===== src/rtl/dp_pkg.sv =====
`timescale 1ns/1ps
package dp_pkg;

  localparam int OP_W = 3;

  // ALU op codes; bit 2 selects operand-B inversion with carry-in of 1.
  typedef enum logic [OP_W-1:0] {
    OP_AND = 3'b000,
    OP_OR  = 3'b001,
    OP_ADD = 3'b010,
    OP_SUB = 3'b110,
    OP_SLT = 3'b111
  } alu_op_e;

  // Signed less-than from a subtraction: sign corrected by overflow.
  function automatic logic lt_from_diff(input logic sign_bit, input logic ovf);
    return sign_bit ^ ovf;
  endfunction

  // Signed overflow from the two top carries of an adder.
  function automatic logic ovf_from_carries(input logic c_top, input logic c_prev);
    return c_top ^ c_prev;
  endfunction

endpackage


===== src/rtl/dp_cla_adder.sv =====
`timescale 1ns/1ps
module dp_cla_adder #(
  parameter int W = 4
) (
  input  logic [W-1:0] a,
  input  logic [W-1:0] b,
  input  logic         cin,
  output logic [W-1:0] sum,
  output logic         cout,
  output logic         ovf
);

  logic [W-1:0] gen;
  logic [W-1:0] prop;
  logic [W:0]   carry;
  logic         term;
  logic         chain;

  assign gen  = a & b;
  assign prop = a ^ b;

  // Every carry is flattened from the generate/propagate terms
  // instead of rippling through the previous carry.
  always_comb begin
    carry[0] = cin;
    term     = 1'b0;
    chain    = 1'b0;
    for (int i = 0; i < W; i++) begin
      term  = gen[i];
      chain = prop[i];
      for (int j = i - 1; j >= 0; j--) begin
        term  = term | (chain & gen[j]);
        chain = chain & prop[j];
      end
      carry[i+1] = term | (chain & cin);
    end
  end

  assign sum  = prop ^ carry[W-1:0];
  assign cout = carry[W];
  assign ovf  = dp_pkg::ovf_from_carries(carry[W], carry[W-1]);

endmodule


===== src/rtl/dp_alu.sv =====
`timescale 1ns/1ps
module dp_alu #(
  parameter int W = 4
) (
  input  logic [W-1:0]          opnd_a,
  input  logic [W-1:0]          opnd_b,
  input  logic [dp_pkg::OP_W-1:0] op,
  output logic [W-1:0]          result
);
  import dp_pkg::*;

  logic         b_invert;
  logic [W-1:0] b_eff;
  logic [W-1:0] add_sum;
  logic         add_cout;
  logic         add_ovf;
  logic         less_bit;

  assign b_invert = op[OP_W-1];
  assign b_eff    = b_invert ? ~opnd_b : opnd_b;

  dp_cla_adder #(.W(W)) u_adder (
    .a    (opnd_a),
    .b    (b_eff),
    .cin  (b_invert),
    .sum  (add_sum),
    .cout (add_cout),
    .ovf  (add_ovf)
  );

  assign less_bit = lt_from_diff(add_sum[W-1], add_ovf);

  always_comb begin
    case (op)
      OP_AND:  result = opnd_a & opnd_b;
      OP_OR:   result = opnd_a | opnd_b;
      OP_ADD:  result = add_sum;
      OP_SUB:  result = add_sum;
      OP_SLT:  result = {{(W-1){1'b0}}, less_bit};
      default: result = '0;
    endcase
  end

endmodule


===== src/rtl/dp_regfile.sv =====
`timescale 1ns/1ps
module dp_regfile #(
  parameter int W  = 4,
  parameter int AW = 2
) (
  input  logic          clk,
  input  logic          rst,
  input  logic          wr_en,
  input  logic [AW-1:0] wr_addr,
  input  logic [W-1:0]  wr_data,
  input  logic [AW-1:0] rd_addr_a,
  input  logic [AW-1:0] rd_addr_b,
  output logic [W-1:0]  rd_data_a,
  output logic [W-1:0]  rd_data_b
);
  localparam int NREG = 1 << AW;

  logic [W-1:0]    regs [NREG];
  logic [NREG-1:0] wr_sel;

  for (genvar i = 0; i < NREG; i++) begin : g_reg
    assign wr_sel[i] = wr_en && (wr_addr == AW'(i));

    always_ff @(posedge clk) begin
      if (rst)            regs[i] <= '0;
      else if (wr_sel[i]) regs[i] <= wr_data;
    end

    assert_write_lands_R4: assert property (@(posedge clk) disable iff (rst)
      (!rst && wr_sel[i]) |=> (regs[i] == $past(wr_data)));

    assert_bystander_stable_R4: assert property (@(posedge clk) disable iff (rst)
      (!rst && !wr_sel[i]) |=> $stable(regs[i]));
  end

  assign rd_data_a = regs[rd_addr_a];
  assign rd_data_b = regs[rd_addr_b];

  assert_single_write_R4: assert property (@(posedge clk) disable iff (rst)
    $onehot0(wr_sel));

endmodule


===== src/rtl/regalu_datapath.sv =====
`timescale 1ns/1ps
module regalu_datapath #(
  parameter int DATA_W = 4,
  parameter int ADDR_W = 2
) (
  input  logic                                clk,
  input  logic                                rst,
  input  logic [1+dp_pkg::OP_W+3*ADDR_W-1:0]  instr,
  input  logic [DATA_W-1:0]                   load_data,
  output logic [DATA_W-1:0]                   rd_a_data,
  output logic [DATA_W-1:0]                   rd_b_data,
  output logic [DATA_W-1:0]                   alu_result
);
  import dp_pkg::*;

  localparam int INSTR_W  = 1 + OP_W + 3 * ADDR_W;
  localparam int LOAD_POS = INSTR_W - 1;
  localparam int OP_TOP   = LOAD_POS - 1;
  localparam int RA_TOP   = 3 * ADDR_W - 1;
  localparam int RB_TOP   = 2 * ADDR_W - 1;

  // Field decode: load, op, read A, read B, destination (MSB first).
  logic              f_load;
  logic [OP_W-1:0]   f_op;
  logic [ADDR_W-1:0] f_ra;
  logic [ADDR_W-1:0] f_rb;
  logic [ADDR_W-1:0] f_rc;
  logic [DATA_W-1:0] wr_value;

  assign f_load = instr[LOAD_POS];
  assign f_op   = instr[OP_TOP -: OP_W];
  assign f_ra   = instr[RA_TOP -: ADDR_W];
  assign f_rb   = instr[RB_TOP -: ADDR_W];
  assign f_rc   = instr[ADDR_W-1:0];

  dp_regfile #(.W(DATA_W), .AW(ADDR_W)) u_rf (
    .clk       (clk),
    .rst       (rst),
    .wr_en     (1'b1),
    .wr_addr   (f_rc),
    .wr_data   (wr_value),
    .rd_addr_a (f_ra),
    .rd_addr_b (f_rb),
    .rd_data_a (rd_a_data),
    .rd_data_b (rd_b_data)
  );

  dp_alu #(.W(DATA_W)) u_alu (
    .opnd_a (rd_a_data),
    .opnd_b (rd_b_data),
    .op     (f_op),
    .result (alu_result)
  );

  assign wr_value = f_load ? load_data : alu_result;

  assert_add_wraps_R6: assert property (@(posedge clk) disable iff (rst)
    (f_op == OP_ADD) |-> (alu_result == DATA_W'(rd_a_data + rd_b_data)));

  assert_sub_diff_R7: assert property (@(posedge clk) disable iff (rst)
    (f_op == OP_SUB) |-> (alu_result == DATA_W'(rd_a_data - rd_b_data)));

  assert_slt_signed_R8: assert property (@(posedge clk) disable iff (rst)
    (f_op == OP_SLT) |-> (alu_result ==
      (($signed(rd_a_data) < $signed(rd_b_data)) ? DATA_W'(1) : DATA_W'(0))));

  assert_undef_zero_R9: assert property (@(posedge clk) disable iff (rst)
    (f_op == 3'b011 || f_op == 3'b100 || f_op == 3'b101) |-> (alu_result == '0));

endmodule


===== config.mk =====
export PLATFORM = sky130hd
export DESIGN_NAME = regalu_datapath
export DESIGN_NICKNAME = d
export VERILOG_FILES = /design/src/rtl/dp_pkg.sv /design/src/rtl/dp_cla_adder.sv /design/src/rtl/dp_alu.sv /design/src/rtl/dp_regfile.sv /design/src/rtl/regalu_datapath.sv
export SDC_FILE = /design/constraint.sdc
export NUM_CORES = 1
export LEC_CHECK = 0
export BUFFER_PORTS_ARGS = -buffer_cell sky130_fd_sc_hd__clkbuf_2
export CAP_MARGIN = 10
export CORE_MARGIN = 5
export CORE_UTILIZATION = 40
export DETAILED_ROUTE_END_ITERATION = 7
export PLACE_DENSITY = 0.61
export SYNTH_ARGS = -nofsm -noshare
export SYNTH_HDL_FRONTEND = slang
export SYNTH_SLANG_ARGS = --single-unit

===== constraint.sdc =====
create_clock -name clk -period 3.35 [get_ports clk]
set_input_delay 0.335 -clock clk [delete_from_list [all_inputs] [get_ports clk]]
set_output_delay 0.335 -clock clk [all_outputs]
set_load 0.05 [all_outputs]

### After elaboration in Yosys (flattened, before gate mapping)

Memories as Yosys holds them, arrays and structs flattened.
Index checks and enable logic that the tools add are counted.

| cells by class | value |
|---|---|
| equality and inequality tests | 7 |
| muxes and demuxes | 21 |
| bitwise logic cells | 38 |
| reduce and logical (&&, ||, !) cells | 3 |

Operators with widths:

| cell | number |
|---|---|
| 2-to-1 mux 4 bit | 6 |
| AND 1 bit | 16 |
| one-hot mux 4 bit (4 select lines) | 1 |
| 2-to-1 mux 1 bit | 14 |
| OR 1 bit | 14 |
| AND 4 bit | 2 |
| bitwise XOR 4 bit | 2 |
| == test 3 bit (second input constant) | 2 |
| == test 2 bit (second input constant) | 2 |
| inverter 4 bit | 1 |
| OR 4 bit | 1 |
| == test 3 x 1 -> 1 bit (second input constant) | 1 |
| == test 3 x 2 -> 1 bit (second input constant) | 1 |
| logical NOT 3 bit | 1 |
| == test 2 x 1 -> 1 bit (second input constant) | 1 |
| logical NOT 2 bit | 1 |
| OR reduction 2 bit | 1 |
| bitwise XOR 1 bit | 2 |

| word-level totals | value |
|---|---|
| flip-flop bits (word level) | 0 |
| memory bits (writable) | 16 |
| output and inout port bits | 12 |
| logic and storage cells | 70 |
| memories kept | 1 |

Memory list:

| memory | depth | width | read ports | clocked after Yosys merged registers in | wr ports | line | text |
|---|---|---|---|---|---|---|---|
| u_rf.regs | 4 | 4 | 2 | 0 | 4 | dp_regfile.sv:18 | `logic [W-1:0] regs [NREG];` |

### Depth between registers and ports, before layout

An unclocked memory read counts as a cell.

| logic depth | value |
|---|---|
| depth in word-level cells | 14 |
| depth in mapped cells | 8 |
| depth with buffers taken out | 8 |

### By module

From an unflattened synthesis, not the netlist that was laid out.

| unflattened totals | value |
|---|---|
| cell total of the unflattened synthesis | 96 |
| area, all modules | 1224.9 um^2 |

Modules (own cells, without submodules):

| module | instances | cells each | area an instance (um^2) | sequential area each (um^2) |
|---|---|---|---|---|
| dp_regfile | 1 | 53 | 839.6 | 480.5 |
| dp_cla_adder | 1 | 20 | 181.4 | 0.0 |
| dp_alu | 1 | 18 | 155.1 | 0.0 |
| regalu_datapath | 1 | 5 | 48.8 | 0.0 |

### Worst setup path after synthesis

Ideal clock, no wire load.

| path | value |
|---|---|
| path type | input to register |
| from | input instr[2] in the netlist's numbering |
| to | memory u_rf.regs[0][2], data pin |
| arrival | 2.870 ns |
| required time | 3.087 ns |
| path slack | 0.217 ns |
| stages | 8 |
| path buffers | 0 |
| cells stage by stage | mux4_1 xor2_1 ha_1 o21ai_0 or2_2 a32o_1 nor2_1 nor3_1 |

RTL lines:

| element | line | text |
|---|---|---|
| from (decl) | regalu_datapath.sv:8 | `input logic [1+dp_pkg::OP_W+3*ADDR_W-1:0] instr,` |
| to (decl) | dp_regfile.sv:18 |  |

==> results_dict.tcl <==
set metrics [dict create \
    rsz0062_at_grt "no" \
    min_from "load_data[3]" \
    timing.final.max_slew_violations 0 \
    fin_setup_tns_ps 0 \
    hold_ws_ps 440 \
    synthTopCellsByArea "edfxtp_1 40%, mux4_1 11%, nor3_1 6.6%, mux4_2 5.6%, ha_1 4.1%" \
    layout.filler_cells 276 \
    start_util 0.407 \
    place.gp.congestion 0.813 \
    core_area_mm2 0.00298 \
    grt_max_degree 12 \
    wirelength_mm 2.57 \
    worst-setup-path-type "register to output port" \
    grt_pass1_vias 866 \
    powerDensity_mw_per_mm2 423 \
    cts.clk_slew.worst_paths_ps 80 \
    avgSynthCellArea_um2 12.6 \
    skew_ps 2.19 \
    syn2layout_area_growth_pct 14.9 \
    intPower_uw 365 \
    gr-total-overflow 0 \
    hold_class "primary input to register" \
    h-tree-depth 1 \
    min_period_ps 3200 \
    antenna_found_initial 0 \
    period_share 0.954 \
    peakVddDrop_v 0.000178 \
    p_leak_uw 0.000590 \
    end_kind "output port" \
    slew_headroom 0.630 \
    io_pins 28 \
    seqPwrFrac 0.408 \
    synth_area_mm2 0.00121 \
    final_core_util 0.468 \
    nets 146 \
    synth-seq-cells 16 \
    fmax_mhz 313 \
    post-cts-setup-buffer-count 0 \
    holdPathStages 3 \
    worstSkewPairLatency_ps 290 \
    synth_edf_count 16 \
    cts_resized 0 \
    largest_reg_flops 16 \
    fp.dieW_um 65.1 \
    outcome "finished clean" \
    cp_max_fo 5 \
    worstReg2RegStart "u_rf.regs[3][0]" \
    die_area_mm2 0.00423 \
    diodes 0 \
    arrival_ps 2860 \
    clock_power_share 0.166 \
    dp_hpwl_mm 2.13 \
    synthCells 96 \
    grt_use_total 0.126 \
    multi_input_area_um2 706 \
    ys_seq_area_frac 0.396 \
    yosys_warnings 0 \
    fp-row-count 20 \
    synth-async-reset-ratio 0 \
    ant_nets 0 \
    ys.flop_type "edfxtp_1" \
    hold_viol_final 0 \
    cts_buffers 3 \
    yosys.area.top_type_share 0.396 \
    synth_area_leader_cell "edfxtp_1" \
    cts_max_path_buffers 2 \
    crit_required_ps 3010 \
    die_h_um 65.1 \
    dp_slack_ps 296 \
    sw_frac_of_total 0.380 \
    route.detailed.drc 0 \
    setup_viol 0 \
    vias 927 \
    drtPass1Iterations 4 \
    via_per_inst 5.90 \
    synthesis.nets 116 \
    drv_cap 0 \
    grt_pass1_wl_mm 4.04 \
    p_comb_frac 0.426 \
    worst_slew_pin_slew_ps 554 \
    drive_above_1_share 0.347 \
    register_area_um2 480 \
    cts_tree "yes" \
    startpoint "u_rf.regs[3][0]" \
    ys_types 36 \
    reg2reg_depth 8 \
    ctsHoldBuffers 0 \
    synth_commonest_cells "16 x edfxtp_1, 16 x nor3_1, 5 x mux4_1, 5 x xor2_1" \
    setup_slack_ps 155 \
    clock-sinks 16 \
    place.port_buffers 27 \
    critPathLaunchType "register" \
    largest-register "u_rf.regs" \
    switchingPower_uw 224 \
    reg_top3 "u_rf.regs (16)" \
    drtIter0Drc 77 \
    avgRoutedWirePerCell_um 16.4 \
    cts-root-buf "clkbuf_4" \
]
-- critical path: stages, from the launching register on --
cell	delay, ps
edfxtp_1	390
mux4_2	550
xor2_1	170
ha_1	340
a211oi_1	340
o21bai_1	130
xor2_1	220
a22o_1	170
clkbuf_2	270
-- routing by layer --
layer / wire length, um / global-route usage / vias to the layer above
met5: 0 / 0 / -
met1: 1100 / 0.149 / 439
met3: 157 / 0.0277 / 5
met4: 41 / 0.0466 / 0
met2: 1270 / 0.222 / 26
li1: - / - / 457
-- cell families after synthesis --
family | share of synthesized area
AOI/OAI and AO/OA | 0.129
xor gates and xnor gates | 0.0433
adders and majority gates | 0.0661
buffers and inverters | 0.0217
DFF | 0.396
muxes | 0.172
and+or+nand+nor | 0.171
-- through the flow --
step,area (um2),std cells,power [uW]
after global routing,1390,157,620
after CTS,1390,157,588
after detailed placement,1370,154,497
after floorplan,1210,96,440
after global placement,1370,154,494
final,1390,157,589
-- power groups by stage --
stage | Sequential, uW | Combinational (uW) | Clock [uW]
floorplan | 242 | 197 | 0
global placement | 245 | 249 | 0
detailed placement | 245 | 252 | 0
CTS | 241 | 252 | 95.3
global route | 242 | 271 | 107
finish | 241 | 251 | 97.7
-- cell type report --
cell class	instances	share of cell area
flip-flops and latches	16	0.345
repair buffers	27	0.0970
multi-input cells	76	0.507
well taps	33	0.0296
inverters	2	0.00539
clock buffers	3	0.0162
-- cells in the final DEF (no fill, tap or decap), types with 3 or more instances in the layout --
| cell type | count |
|---|---|
| clkbuf_4 | 3 |
| ha_1 | 4 |
| edfxtp_1 | 16 |
| mux4_1 | 5 |
| maj3_1 | 3 |
| xor2_1 | 5 |
| o21ai_0 | 3 |
| clkbuf_2 | 27 |
| mux4_2 | 3 |
| nor2b_1 | 4 |
| or3_2 | 4 |
| nor3_1 | 16 |
| a21o_1 | 4 |
-- final timing paths --
| kind | slack, ps | end |
|---|---|---|
| worst max-delay path | 150 | alu_result[3] |
| worst max register to register | 480 | u_rf.regs[0][3] |
| worst min-delay path | 440 | u_rf.regs[3][3] |
| worst min register to register | 1230 | u_rf.regs[3][1] |
(Power assumes the default switching activity.)
